## src/rtl/perctl_reg.sv

```systemverilog
module perctl_reg #(
  parameter int          AW       = 4,
  parameter logic [31:0] CFG_RST0 = 32'h0000_0000,
  parameter logic [31:0] CFG_RST1 = 32'h0000_0000,
  parameter logic [31:0] CFG_RST2 = 32'h0000_0000,
  parameter logic [31:0] CFG_RST3 = 32'h0000_0000
) (
  input  logic          clk,
  input  logic          rst_n,
  input  logic          req,
  input  logic          we,
  input  logic [AW-1:0] addr,
  input  logic [31:0]   wdata,
  output logic [31:0]   rdata,
  output logic          err,
  output logic          mem_awake,
  output logic          loop_en,
  output logic          boot_done,
  output logic [2:0]    txwm_p2,
  output logic [2:0]    txwm_p1,
  output logic [2:0]    txwm_p0,
  output logic [2:0]    bus_pri,
  output logic          lane1_mode,
  output logic [3:0]    presc_sel,
  output logic [3:0]    pll_en,
  output logic [127:0]  cfg_out
);
  localparam int NCFG = 4;
  localparam logic [NCFG-1:0][31:0] CFG_RST = {CFG_RST3, CFG_RST2, CFG_RST1, CFG_RST0};

  logic [31:0] cfg [NCFG];
  logic [31:0] ctrl_rd;
  logic        hit_ctrl, hit_cfg;
  logic [1:0]  idx;
  logic [AW-1:0] addr_m1;

  assign hit_ctrl = (addr == '0);
  assign hit_cfg  = (addr >= AW'(1)) && (addr <= AW'(NCFG));
  assign addr_m1  = addr - AW'(1);
  assign idx      = addr_m1[1:0];

  assign ctrl_rd = {5'b0, mem_awake, loop_en, boot_done, 3'b0,
                    txwm_p2, txwm_p1, txwm_p0, bus_pri, lane1_mode, presc_sel, pll_en};

  always_ff @(posedge clk) begin
    if (!rst_n) begin
      mem_awake  <= 1'b0;
      loop_en    <= 1'b0;
      boot_done  <= 1'b0;
      txwm_p2    <= 3'd1;
      txwm_p1    <= 3'd2;
      txwm_p0    <= 3'd3;
      bus_pri    <= 3'd0;
      lane1_mode <= 1'b0;
      presc_sel  <= 4'd0;
      pll_en     <= 4'd0;
    end else if (req && we && hit_ctrl) begin
      mem_awake  <= wdata[26];
      loop_en    <= wdata[25];
      boot_done  <= boot_done | wdata[24];
      txwm_p2    <= wdata[20:18];
      txwm_p1    <= wdata[17:15];
      txwm_p0    <= wdata[14:12];
      bus_pri    <= wdata[11:9];
      lane1_mode <= wdata[8];
      presc_sel  <= wdata[7:4];
      pll_en     <= wdata[3:0];
    end
  end

  for (genvar i = 0; i < NCFG; i++) begin : g_cfg
    always_ff @(posedge clk) begin
      if (!rst_n)
        cfg[i] <= CFG_RST[i];
      else if (req && we && hit_cfg && !boot_done && idx == 2'(i))
        cfg[i] <= wdata;
    end
    assign cfg_out[32*i +: 32] = cfg[i];
  end

  always_ff @(posedge clk) begin
    if (!rst_n) err <= 1'b0;
    else        err <= req && ((!hit_ctrl && !hit_cfg) || (we && hit_cfg && boot_done));
  end

  assign rdata = hit_ctrl ? ctrl_rd : hit_cfg ? cfg[idx] : 32'h0;
endmodule

```

## config.mk

```make
export PLATFORM = sky130hd
export DESIGN_NAME = perctl_reg
export DESIGN_NICKNAME = d
export VERILOG_FILES = /design/src/rtl/perctl_reg.sv
export SDC_FILE = /design/constraint.sdc
export NUM_CORES = 1
export LEC_CHECK = 0
export ABC_AREA = 0
export BUFFER_PORTS_ARGS = -buffer_cell sky130_fd_sc_hd__buf_2
export CAP_MARGIN = 20
export CORE_MARGIN = 2
export CORE_UTILIZATION = 56
export DETAILED_ROUTE_END_ITERATION = 8
export PLACE_DENSITY = 0.88
export SLEW_MARGIN = 10
export SYNTH_ARGS = -nofsm -noshare
export SYNTH_HDL_FRONTEND = slang
export SYNTH_SLANG_ARGS = --single-unit
```

## constraint.sdc

```tcl
create_clock -name clk -period 6.1 [get_ports clk]
set_clock_uncertainty 0.05 [all_clocks]
set_input_delay 1.22 -clock clk [delete_from_list [all_inputs] [get_ports clk]]
set_output_delay 1.22 -clock clk [all_outputs]
set_load 0.02 [all_outputs]
```

# Yosys cells after proc, flatten, opt, wreduce, memory -nomap -nowiden
# Memories as Yosys holds them, arrays and structs flattened.
# Index checks and enable logic that the tools add are counted.
# Widths: inputs -> output; s select.
[word_totals] reg_bits=25 ram_bits=128 inputBits=40 out_inout_bits=185 wordCells=61 mem_count=1
[op_classes] n_addsub=1 order_cmp=2 eq_ne=3 muxes=19 bitwise_logic=5 n_reduce_logical=19
[memory_table] name="cfg" words=4 width=32 read_ports=5 rd_ports_with_merged_regs=0 write_ports=4 line="31" text="logic [31:0] cfg [NCFG];"
[op_table] cell="$mux 32" count=6
[op_table] cell="$logic_and 1x1->1" count=13
[op_table] cell="$mux 1" count=13
[op_table] cell="$or 1x1->1" count=5
[op_table] cell="$eq 2x2->1 const B" count=2
[op_table] cell="$ge 4x1->1 const B" count=1
[op_table] cell="$le 4x3->1 const B" count=1
[op_table] cell="$logic_not 4->1" count=1
[op_table] cell="$logic_not 1->1" count=3
[op_table] cell="$eq 2x1->1 const B" count=1
[op_table] cell="$logic_not 2->1" count=1
[op_table] cell="$sub 2x1->2 const B" count=1
[op_table] cell="$logic_or 1x1->1" count=1

# Longest topological paths before layout
[logic_depth] depth_word=9 mapped_depth=9

# Worst setup path before layout
# Ideal clock, no wire load.
[synth_path] path_kind="input to output" from="input port addr[0]" to="output port rdata[0]" t_arrival_ps=3212 required_time_ps=4830 setup_slack_ps=1618 path_stages=8 path_buffers=3 path_cell_list="buf_2 > buf_4 > inv_1 > ha_1 > buf_1 > mux4_2 > inv_1 > o31ai_1"
[synth_between] elab_chain_len=4 word_cells_on_any_way=8 cone_classes="1 x add/sub; 2 x order compare; 2 x mux; 2 x reduce/logical; 1 x memory"
[synth_lines] item="from (decl)" line="12" text="input logic [AW-1:0] addr,"
[synth_lines] item="$sub 2x1->2, or another cell as far along" line="39" text="assign addr_m1 = addr - AW'(1);"
[synth_lines] item="$mem_v2 4x32 or $logic_and 1x1->1 (tied branches)"
[synth_lines] item="$mux 32" line="86" text="assign rdata = hit_ctrl ? ctrl_rd : hit_cfg ? cfg[idx] : 32'h0;"
[synth_lines] item="$mux 32 (*)" line="86"
[synth_lines] item="to (decl)" line="14" text="output logic [31:0] rdata,"
# Mark *: on every way between the ends. The rest lies on a longest branch, timed or not.

# Worst setup path after layout
[layout_path] from="input port addr[0]" to="output port rdata[19]"
# Same word-level chain as after synthesis.

==> results.toml <==
[synth]
ys_types = 30
yosysSeqAreaShare_pct = 59.9
synth_cells = 551
synth-warning-count = 0
synth_seq_cells = 153
syn_area_um2 = 7250
syn_nets = 596
syn_area_per_cell_um2 = 13.2

[power]
leakage_nw = 4.08
switching_share_pct = 25.4
p_sw_w = 0.000661
comb_power_share_pct = 13.6
cell_internal_pwr_w = 0.00194
pwr-share-seq_pct = 46.7
ir_drop_v = 0.000165
power_density_nw_per_um2 = 289
clkPwrFrac_pct = 39.6

[timing]
rsz0062_at_grt = "no"
max_freq_ghz = 0.204
worst_pin_slew_ps = 1150
finalCritPeriodShare_pct = 80.2
slew_headroom_pct = 23.4
final.setup.tns_ps = 0
hold_viol = 0
period_needed_ps = 4890
slew_violations = 0
setup_viol = 0
postLayoutSetupSlackWorst_ps = 1210

[clock_network]
cts_max_path_buffers = 2
cts_root_buf = "clkbuf_16"
cts.sinks = 153
clkTransAtPathRegs_ps = 60
post_cts_resized = 0
post_cts_buffers = 0
htreeDepth = 4
insertion_delay_ps = 420
cts-buffers-inserted = 17
ctsHoldBuffers = 0
cts_tree = "done"

[place]
placed_cells = 900
dp_slack_ps = 1290
dp_hpwl_um = 13400
port_buffers = 224
place_congestion = 0.843
placed_cell_area_um2 = 8400

[worst_setup_path]
critical_path_required_ps = 4830
cp-end-kind = "output port"
slowest_delay_ps = 920
path_class = "input pin to output port"
reg2reg_depth = 3
crit_path_start_kind = "input pin"
cp_data_arrival_time_ps = 3620
crit_path_start = "addr[0]"
r2r_start = "boot_done"
crit_fanout = 34
cp_common_cell = "buf_2"
crit_slowest_cell = "a21oi_4"
path_cells = "buf_2, buf_4, ha_1, nand2b_1, a21oi_4, o31ai_1, buf_2"

[cells_and_area]
final_area_um2 = 8970
synthToLayoutAreaGrowth_pct = 23.7
drive_gt1_share_pct = 39.3
layout.cells.non_filler = 933
nNetsFinal = 792
fill_cells = 906

[routing]
vias = 5850
drc = 0
post_drt_wl_per_cell_um = 22.8
vias_per_cell = 6.27
routed_wl_um = 21200
dr.pass1.iters = 5
dr.first_iter.drc_count = 593
ant_nets = 0

[grt]
grt_pass1_wl_um = 32200
grt_pass1_vias = 5829
grt_antenna_before_repair = 1
grt_max_degree = 69
grt_overflow = 0
grt_use_total_pct = 30.7

[floorplan]
ioPinCount = 225
die_w_um = 118
rows = 41
core_um2 = 12600
die_h_um = 118
start_util_pct = 57.5
die_area_um2 = 13900

[worst_hold_path]
hold_start = "presc_sel[3]"
hp-class = "flip-flop to flip-flop"
holdPathStages = 2

[outcome]
outcome = "finished clean"

[run]
maxCapViolations = 0
==> cell usage after synthesis <==
cell	count	share of area, %
a21boi_1	10	1.0
nor3b_1	10	1.0
and3_1	128	11
and2_1	5	0.43
buf_4	3	0.31
dfxtp_1	25	6.9
mux4_2	32	9.9
inv_1	27	1.4
o21ai_0	23	1.6
a31oi_1	1	0.086
o31ai_1	24	2.5
buf_2	7	0.48
nor3_1	1	0.069
nand2_1	25	1.3
nand3b_4	1	0.28
buf_1	2	0.10
ha_1	5	0.86
buf_6	9	1.4
nand2b_1	2	0.17
nand3_1	27	1.9
clkbuf_1	34	1.8
o311a_1	1	0.14
nor4_4	1	0.29
nor2b_1	3	0.26
a21boi_0	9	0.93
a21oi_1	2	0.14
edfxtp_1	128	53
a21bo_2	4	0.55
nor2_1	1	0.052
and3b_1	1	0.12
==> cells in the final DEF (no fill, tap or decap), types with 2 or more instances in the layout <==
master     Yosys  layout
nor3b_1       10       9
a21bo_2        4       4
and3_1       128     128
nand3_1       27      27
a21boi_0       9       9
dfxtp_1       25      25
o21ai_0       23      23
and2_1         5       5
clkinv_2       0       5
buf_4          3       6
buf_2          7     224
a21boi_1      10      10
clkbuf_16      0      17
clkbuf_1      34       2
nor2b_1        3       2
bufinv_16      0       3
o31ai_1       24      24
nand2_1       25      25
clkinv_1       0       5
mux4_2        32      32
inv_1         27      27
ha_1           5       4
edfxtp_1     128     128
nand2b_1       2       2
==> layer usage <==
metal  GRT usage [%]  routed length [um]  vias to the layer above  part of all wire, %
met2            53.0               10900                      427                   51
met1            36.8                7630                     2870                   36
met4            13.6                 594                        0                  2.8
met5               0                   0                        -                    0
met3            7.17                2150                       60                   10
li1                -                   -                     2493                    -
==> kinds of logic after synthesis <==
logic type | Yosys count | synth area share (%)
and+or+nand+nor | 205 | 16.9
DFF | 153 | 59.9
buffers and inverters | 82 | 5.45
AOI/OAI and AO/OA | 74 | 6.95
muxes | 32 | 9.94
adders and majority gates | 5 | 0.863
==> flip-flops by register name (all words and copies together), names as in the netlist <==
name and flops:
cfg 128, txwm_p1 3, mem_awake 1, lane1_mode 1
bus_pri 3, txwm_p0 3, txwm_p2 3, err 1
boot_done 1, pll_en 4, presc_sel 4, loop_en 1
==> final timing paths <==
path | endpoint | slack [ps]
max | rdata[19] | 1210
min | presc_sel[3] | 460
max reg2reg | cfg[1][31] | 3510
min reg2reg | presc_sel[3] | 460
==> metrics by stage <==
| step | hold slack (ps) | power (W) | utilization [%] |
|---|---|---|---|
| after floorplan | 515 | 0.00145 | - |
| after CTS | 461 | 0.00259 | 71.1 |
| after detailed placement | 455 | 0.00159 | 66.6 |
| final | 455 | 0.00260 | 71.1 |
| after global placement | 436 | 0.00157 | 66.3 |
| after global routing | 485 | 0.00266 | 71.1 |
==> final cells by class <==
type	instances	area, um2	share of cell area, %
timing repair buffer	232	1200	13.4
sequential	153	4340	48.4
tap	172	215	2.40
multi-input combinational	316	2530	28.3
clock inverter	13	134	1.49
clock buffer	19	433	4.83
antenna	1	2.50	0.0279
inverter	27	101	1.13
==> worst max-delay path: cells and delay by family <==
kind                       cells  cell delay (ps)
adders and majority gates      1              350
and+or+nand+nor                1              220
AOI/OAI and AO/OA              2             1140
buffers and inverters          3              660
==> power groups by stage <==
stage | sequential, W | combinational (W) | clock [W]
floorplan | 0.00130 | 0.000152 | 0
global placement | 0.00123 | 0.000341 | 0
detailed placement | 0.00123 | 0.000351 | 0
CTS | 0.00121 | 0.000353 | 0.00103
global route | 0.00122 | 0.000372 | 0.00106
finish | 0.00121 | 0.000353 | 0.00103
No activity file was read; power rests on OpenSTA's default activity.
